==> config.mk <==
export PLATFORM = sky130hd
export DESIGN_NAME = pmode_clkgate_ctrl
export DESIGN_NICKNAME = d
export VERILOG_FILES = /design/src/rtl/pmode_pkg.sv /design/src/rtl/pmode_fsm.sv /design/src/rtl/pmode_gate.sv /design/src/rtl/pmode_clkgate_ctrl.sv
export SDC_FILE = /design/constraint.sdc
export NUM_CORES = 1
export LEC_CHECK = 0
export ABC_AREA = 1
export BUFFER_PORTS_ARGS = -buffer_cell sky130_fd_sc_hd__buf_2
export CAP_MARGIN = 15
export CORE_MARGIN = 10
export CORE_UTILIZATION = 38
export CTS_BUF_LIST = sky130_fd_sc_hd__clkbuf_4 sky130_fd_sc_hd__clkbuf_8 sky130_fd_sc_hd__clkbuf_16
export DETAILED_ROUTE_END_ITERATION = 12
export HOLD_SLACK_MARGIN = 0.05
export PLACE_DENSITY_LB_ADDON = 0.3
export SYNTH_ARGS = -nofsm -noshare
export SYNTH_HDL_FRONTEND = slang
export SYNTH_SLANG_ARGS = --single-unit
==> constraint.sdc <==
create_clock -name clk -period 1.2 [get_ports clk]
set_clock_uncertainty 0.15 [all_clocks]
set_input_delay 0.24 -clock clk [delete_from_list [all_inputs] [get_ports clk]]
set_output_delay 0.24 -clock clk [all_outputs]
set_load 0.02 [all_outputs]
==> src/rtl/pmode_pkg.sv <==
// Package: shared mode encoding for the low-power clock gating controller.
// Assumes: 3-bit mode codes are decoded by neighbours, so values are fixed.
package pmode_pkg;
    typedef enum logic [2:0] {
        M_RUN    = 3'd0,
        M_LPRUN  = 3'd1,
        M_LPWAIT = 3'd2,
        M_STOP3  = 3'd3,
        M_STOP2  = 3'd4
    } mode_e;
endpackage

==> src/rtl/pmode_fsm.sv <==
// Module: pmode_fsm
// Holds the operating mode and produces the deep-stop exit reset request.
// Assumes: stop/wait strobes and irq are synchronous to clk; rst_n is
// synchronous and active low.
module pmode_fsm
    import pmode_pkg::*;
(
    input  logic  clk,
    input  logic  rst_n,
    input  logic  stop_req,
    input  logic  wait_req,
    input  logic  irq,
    input  logic  lp_en,
    input  logic  lp_wake_irq,
    input  logic  stop_deep,
    output mode_e mode_q,
    output logic  rst_req
);
    mode_e mode_d;
    logic  leave_deep;
    mode_e stop_target;

    // Choose which stop mode a stop strobe enters.
    always_comb stop_target = stop_deep ? M_STOP2 : M_STOP3;

    // Next-mode decision; stop strobe has top priority in active modes.
    always_comb begin
        mode_d     = mode_q;
        leave_deep = 1'b0;
        case (mode_q)
            M_RUN: begin
                if (stop_req)   mode_d = stop_target;
                else if (lp_en) mode_d = M_LPRUN;
            end
            M_LPRUN: begin
                if (stop_req)      mode_d = stop_target;
                else if (wait_req) mode_d = M_LPWAIT;
                else if (!lp_en)   mode_d = M_RUN;
            end
            M_LPWAIT: begin
                if (irq) mode_d = M_LPRUN;
            end
            M_STOP3: begin
                if (irq) mode_d = (lp_en && !lp_wake_irq) ? M_LPRUN : M_RUN;
            end
            M_STOP2: begin
                if (irq) begin
                    mode_d     = M_RUN;
                    leave_deep = 1'b1;
                end
            end
            default: mode_d = M_RUN;
        endcase
    end

    // Mode register and one-cycle reset request.
    always_ff @(posedge clk) begin
        if (!rst_n) begin
            mode_q  <= M_RUN;
            rst_req <= 1'b0;
        end else begin
            mode_q  <= mode_d;
            rst_req <= leave_deep;
        end
    end

    a_r3_stop_entry: assert property (@(posedge clk) disable iff (!rst_n)
        ((mode_q == M_RUN || mode_q == M_LPRUN) && stop_req)
        |=> (mode_q == M_STOP3 || mode_q == M_STOP2));

    a_r5_stop3_hold: assert property (@(posedge clk) disable iff (!rst_n)
        (mode_q == M_STOP3 && !irq) |=> (mode_q == M_STOP3));

    a_r6_rst_single: assert property (@(posedge clk) disable iff (!rst_n)
        rst_req |=> !rst_req);

    a_r6_rst_to_run: assert property (@(posedge clk) disable iff (!rst_n)
        rst_req |-> (mode_q == M_RUN));

    a_r12_stop3_no_rst: assert property (@(posedge clk) disable iff (!rst_n)
        (mode_q == M_STOP3) |=> !rst_req);
endmodule

==> src/rtl/pmode_gate.sv <==
// Module: pmode_gate
// Registers the peripheral, debug and real-time counter clock enables and
// the deep-stop flags from the current mode, so that every enable changes
// on a clock edge one cycle after the mode.
// Assumes: gate registers are static or change synchronously to clk.
module pmode_gate
    import pmode_pkg::*;
#(
    parameter int GA_W = 8,
    parameter int GB_W = 8
) (
    input  logic              clk,
    input  logic              rst_n,
    input  mode_e             mode_i,
    input  logic [GA_W-1:0]   gate_a,
    input  logic [GB_W-1:0]   gate_b,
    input  logic              dbg_en,
    input  logic              rtc_en,
    output logic [GA_W+GB_W-1:0] periph_en,
    output logic              dbg_clk_en,
    output logic              rtc_clk_en,
    output logic              reg_lp,
    output logic              io_hold
);
    localparam int NP = GA_W + GB_W;

    logic [NP-1:0] gate_all;
    logic          in_stop;
    logic          in_deep;

    // Concatenate the two gate registers, bank A in the low bits.
    always_comb gate_all = {gate_b, gate_a};

    // Decode stop membership from the mode.
    always_comb begin
        in_deep = (mode_i == M_STOP2);
        in_stop = in_deep || (mode_i == M_STOP3);
    end

    // Enable and flag registers.
    always_ff @(posedge clk) begin
        if (!rst_n) begin
            periph_en  <= '1;
            dbg_clk_en <= 1'b1;
            rtc_clk_en <= 1'b0;
            reg_lp     <= 1'b0;
            io_hold    <= 1'b0;
        end else begin
            rtc_clk_en <= rtc_en;
            reg_lp     <= in_deep;
            io_hold    <= in_deep;
            if (in_stop) begin
                periph_en  <= '0;
                dbg_clk_en <= dbg_en;
            end else if (mode_i == M_RUN) begin
                periph_en  <= '1;
                dbg_clk_en <= 1'b1;
            end else begin
                periph_en  <= gate_all;
                dbg_clk_en <= 1'b0;
            end
        end
    end

    a_r7_stop_all_off: assert property (@(posedge clk) disable iff (!rst_n)
        in_stop |=> (periph_en == '0));

    a_r8_dbg_in_stop: assert property (@(posedge clk) disable iff (!rst_n)
        (in_stop && dbg_en) |=> dbg_clk_en);

    a_r10_hold_with_lp: assert property (@(posedge clk) disable iff (!rst_n)
        io_hold |-> reg_lp);

    a_r9_rtc_follow: assert property (@(posedge clk) disable iff (!rst_n)
        rtc_en |=> rtc_clk_en);
endmodule

==> src/rtl/pmode_clkgate_ctrl.sv <==
// Module: pmode_clkgate_ctrl (top)
// Mode tracker plus clock-enable generator for a small microcontroller.
// Assumes: single clock domain, synchronous active-low reset.
module pmode_clkgate_ctrl
    import pmode_pkg::*;
#(
    parameter int GA_W = 8,
    parameter int GB_W = 8
) (
    input  logic                 clk,
    input  logic                 rst_n,
    input  logic                 stop_req,
    input  logic                 wait_req,
    input  logic                 irq,
    input  logic                 lp_en,
    input  logic                 lp_wake_irq,
    input  logic                 dbg_en,
    input  logic                 stop_deep,
    input  logic                 rtc_en,
    input  logic [GA_W-1:0]      gate_a,
    input  logic [GB_W-1:0]      gate_b,
    output logic [2:0]           mode,
    output logic [GA_W+GB_W-1:0] periph_clk_en,
    output logic                 dbg_clk_en,
    output logic                 rtc_clk_en,
    output logic                 reg_lp,
    output logic                 io_hold,
    output logic                 rst_req
);
    mode_e mode_cur;

    // Mode state machine.
    pmode_fsm u_fsm (
        .clk         (clk),
        .rst_n       (rst_n),
        .stop_req    (stop_req),
        .wait_req    (wait_req),
        .irq         (irq),
        .lp_en       (lp_en),
        .lp_wake_irq (lp_wake_irq),
        .stop_deep   (stop_deep),
        .mode_q      (mode_cur),
        .rst_req     (rst_req)
    );

    // Clock enable generation.
    pmode_gate #(.GA_W(GA_W), .GB_W(GB_W)) u_gate (
        .clk        (clk),
        .rst_n      (rst_n),
        .mode_i     (mode_cur),
        .gate_a     (gate_a),
        .gate_b     (gate_b),
        .dbg_en     (dbg_en),
        .rtc_en     (rtc_en),
        .periph_en  (periph_clk_en),
        .dbg_clk_en (dbg_clk_en),
        .rtc_clk_en (rtc_clk_en),
        .reg_lp     (reg_lp),
        .io_hold    (io_hold)
    );

    // Publish the mode code.
    always_comb mode = mode_cur;
endmodule

==> results.sh <==
export IMPL_cpPeakStageDelay_ns=0.39
export IMPL_vias=969
export IMPL_ff2ff_setup_slack_ns=-0.07
export IMPL_layout_common_cells="inv_1, buf_2, buf_6, dlygate4sd3_1, dfxtp_2"
export IMPL_r2r_end="u_gate.periph_en[12]"
export IMPL_start_util=0.402
export IMPL_drc_errors=0
export IMPL_maxSlewViolCount=0
export IMPL_crit_buf_inv=1
export IMPL_syn2layout_area_growth_pct=94.7
export IMPL_dp_cells=195
export IMPL_criticalPathCategory="reg -> reg"
export IMPL_relSlewSlack=0.861
export IMPL_hold_ws_ns=0.195
export IMPL_cts_tree="yes"
export IMPL_grt_setup_unrepaired="true"
export IMPL_met1_length_mm=1.05
export IMPL_wl_met3_um=319
export IMPL_clk_pin_slew_ns=0.13
export IMPL_clk_latency_ns=0.32
export IMPL_hold_depth=6
export IMPL_crit_arrival_ns=1.34
export IMPL_fp_dieH_um=68.4
export IMPL_num_rows=17
export IMPL_grt_util_all_layers=0.118
export IMPL_violations="setup timing"
export IMPL_grt_max_degree=18
export IMPL_final_cells=224
export IMPL_fin_ws_ns=-0.0691
export IMPL_die_w_um=68.4
export IMPL_cts_num_sinks=23
export IMPL_netlist_instances=112
export IMPL_synth_nets=138
export IMPL_antenna_left=0
export IMPL_cts_root_buf="clkbuf_4"
export IMPL_numCtsBuffers=3
export IMPL_period_needed_ns=1.27
export IMPL_yosys_warnings=0
export IMPL_routed_wl_mm=2.90
export IMPL_syn_area_um2=890
export IMPL_max_vdd_ir_drop_mv=1.02
export IMPL_ys_types=18
export IMPL_grt_antenna_before_repair=0
export IMPL_io_pins=50
export IMPL_wl_per_cell_um=13.0
export IMPL_grt_pass1_wl_mm=4.22
export IMPL_cap_violations=0
export IMPL_cp_max_fo=16
export IMPL_ys_seq_area_frac=0.518
export IMPL_fin_crit_sh=1.06
export IMPL_status="complete, but fails checks"
export IMPL_design_power_total_uw=2960
export IMPL_worst_slew_pin_slew_ns=0.209
export IMPL_grt_overflow=0
export IMPL_die_area_mm2=0.00468
export IMPL_startpoint_type="flop"
export IMPL_critical_path_top_delay_family="flip-flops"
export IMPL_drive_above_1_share=0.510
export IMPL_power_density_mw_per_mm2=1710
export IMPL_clockBufferDepth=2
export IMPL_hp_start="stop_deep"
export IMPL_final_nets=223
export IMPL_leakage_uw=0.000873
export IMPL_routed_top_layer="met4"
export IMPL_port_buffers=49
export IMPL_hold_end="u_fsm.mode_q[1]"
export IMPL_firstDrtPassIters=4
export IMPL_fmax_mhz=788
export IMPL_antenna_cells=0
export IMPL_viasPerCell=4.33
export IMPL_wl_met2_mm=1.50
export IMPL_worst_setup_path_end_kind="flop"
export IMPL_drt_iter0_markers=33
export IMPL_layout_commonest_cell="inv_1"
export IMPL_core_mm2=0.00221
export IMPL_path_cells="nor2_4 > nand2_4 > a21oi_4 > buf_12 > a21oi_1"
export IMPL_dp_hpwl_mm=1.85
export IMPL_tns_ns=-1.22
export IMPL_finalSetupViolations=22
export IMPL_cpMaxStageDelayCell="dfxtp_4"
export IMPL_worstPathRequired_ns=1.27
export IMPL_grt_pass1_vias=1010
export IMPL_holdCritPathClass="in -> reg"
export IMPL_hold_violations=0
export IMPL_place_congestion=0.791
export IMPL_ys_ff_latch=23
export IMPL_rr_worst_depth=5
export IMPL_htree_levels=1
export IMPL_reg2reg_from="u_fsm.mode_q[1]"
export IMPL_post_synth_cell_area_avg_um2=7.94
[how the worst max path moves through the flow]
| stage | start | endpoint | depth (start not counted) |
|---|---|---|---|
| floorplan | u_fsm.mode_q[0] | u_gate.periph_en[10] | 5 |
| global placement | u_fsm.mode_q[0] | u_fsm.mode_q[0] | 7 |
| detailed placement | u_fsm.mode_q[0] | u_fsm.mode_q[0] | 7 |
| CTS | u_fsm.mode_q[2] | mode[2] | 1 |
| global route | u_fsm.mode_q[1] | u_fsm.mode_q[0] | 8 |
| finish | u_fsm.mode_q[1] | u_gate.periph_en[12] | 5 |
[tightest hold or removal path: cells and delay by family]
kind                   cells  cell delay [ns]
and+or+nand+nor            5             0.31
buffers and inverters      1             0.09
[layer usage]
metal	GRT usage	vias to the layer above
met5	0	-
met4	0.0528	0
met3	0.0620	4
met2	0.204	34
met1	0.115	419
li1	-	512
[metrics by stage]
step | setup slack (ns) | cell area (um2) | utilization
global placement | -0.00699 | 1260 | 0.570
finish | -0.0691 | 1730 | 0.783
floorplan | -0.115 | 913 | -
detailed placement | -0.0572 | 1260 | 0.570
CTS | -0.0678 | 1630 | 0.739
global route | -0.153 | 1730 | 0.783
[cell type report]
class	count	area [um2]
clock inverter	1	5.00
fill	156	480
tap	28	35.0
inverter	28	108
sequential	23	494
clock buffer	3	22.5
multi-input combinational	58	340
timing repair buffer	83	727
[kinds of logic after synthesis]
family                 synth area share
flip-flops                        0.518
AO/OA/AOI/OAI                     0.142
AND/OR/NAND/NOR                   0.195
buffers and inverters             0.145
[Yosys cell counts (all sizes together)]
cell type / n / area (um2)
a21oi: 19 / 121
buf: 3 / 23.8
dfxtp: 23 / 460
inv: 28 / 105
nand2: 17 / 66.3
nand3: 6 / 35.0
nand4: 2 / 12.5
nor2: 10 / 45.0
nor3: 3 / 15.0
o21ai: 1 / 5.00
[sequential cells by signal, summed over array words and instances, names as in the netlist]
name               flops
u_fsm.mode_q           3
u_fsm.rst_req          1
u_gate.dbg_clk_en      1
u_gate.periph_en      16
u_gate.reg_lp          1
u_gate.rtc_clk_en      1
[timing repair]
action / CTS / global route
pin swaps: 0 / 3
gates resized for setup: 39 / 34
gates cloned: 0 / 0
hold endpoints to repair: 22 / 0
buffers inserted: 2 / 1
hold buffers: 22 / 0
endpoints found under the setup margin: 40 / 37
[where the power goes]
part	switching [uW]	internal [uW]	leakage (uW)
Sequential	128	994	0.000188
Clock	242	125	0.0000177
Combinational	701	766	0.000667
Total	1070	1890	0.000873
Power figures use the tool's default switching activity.
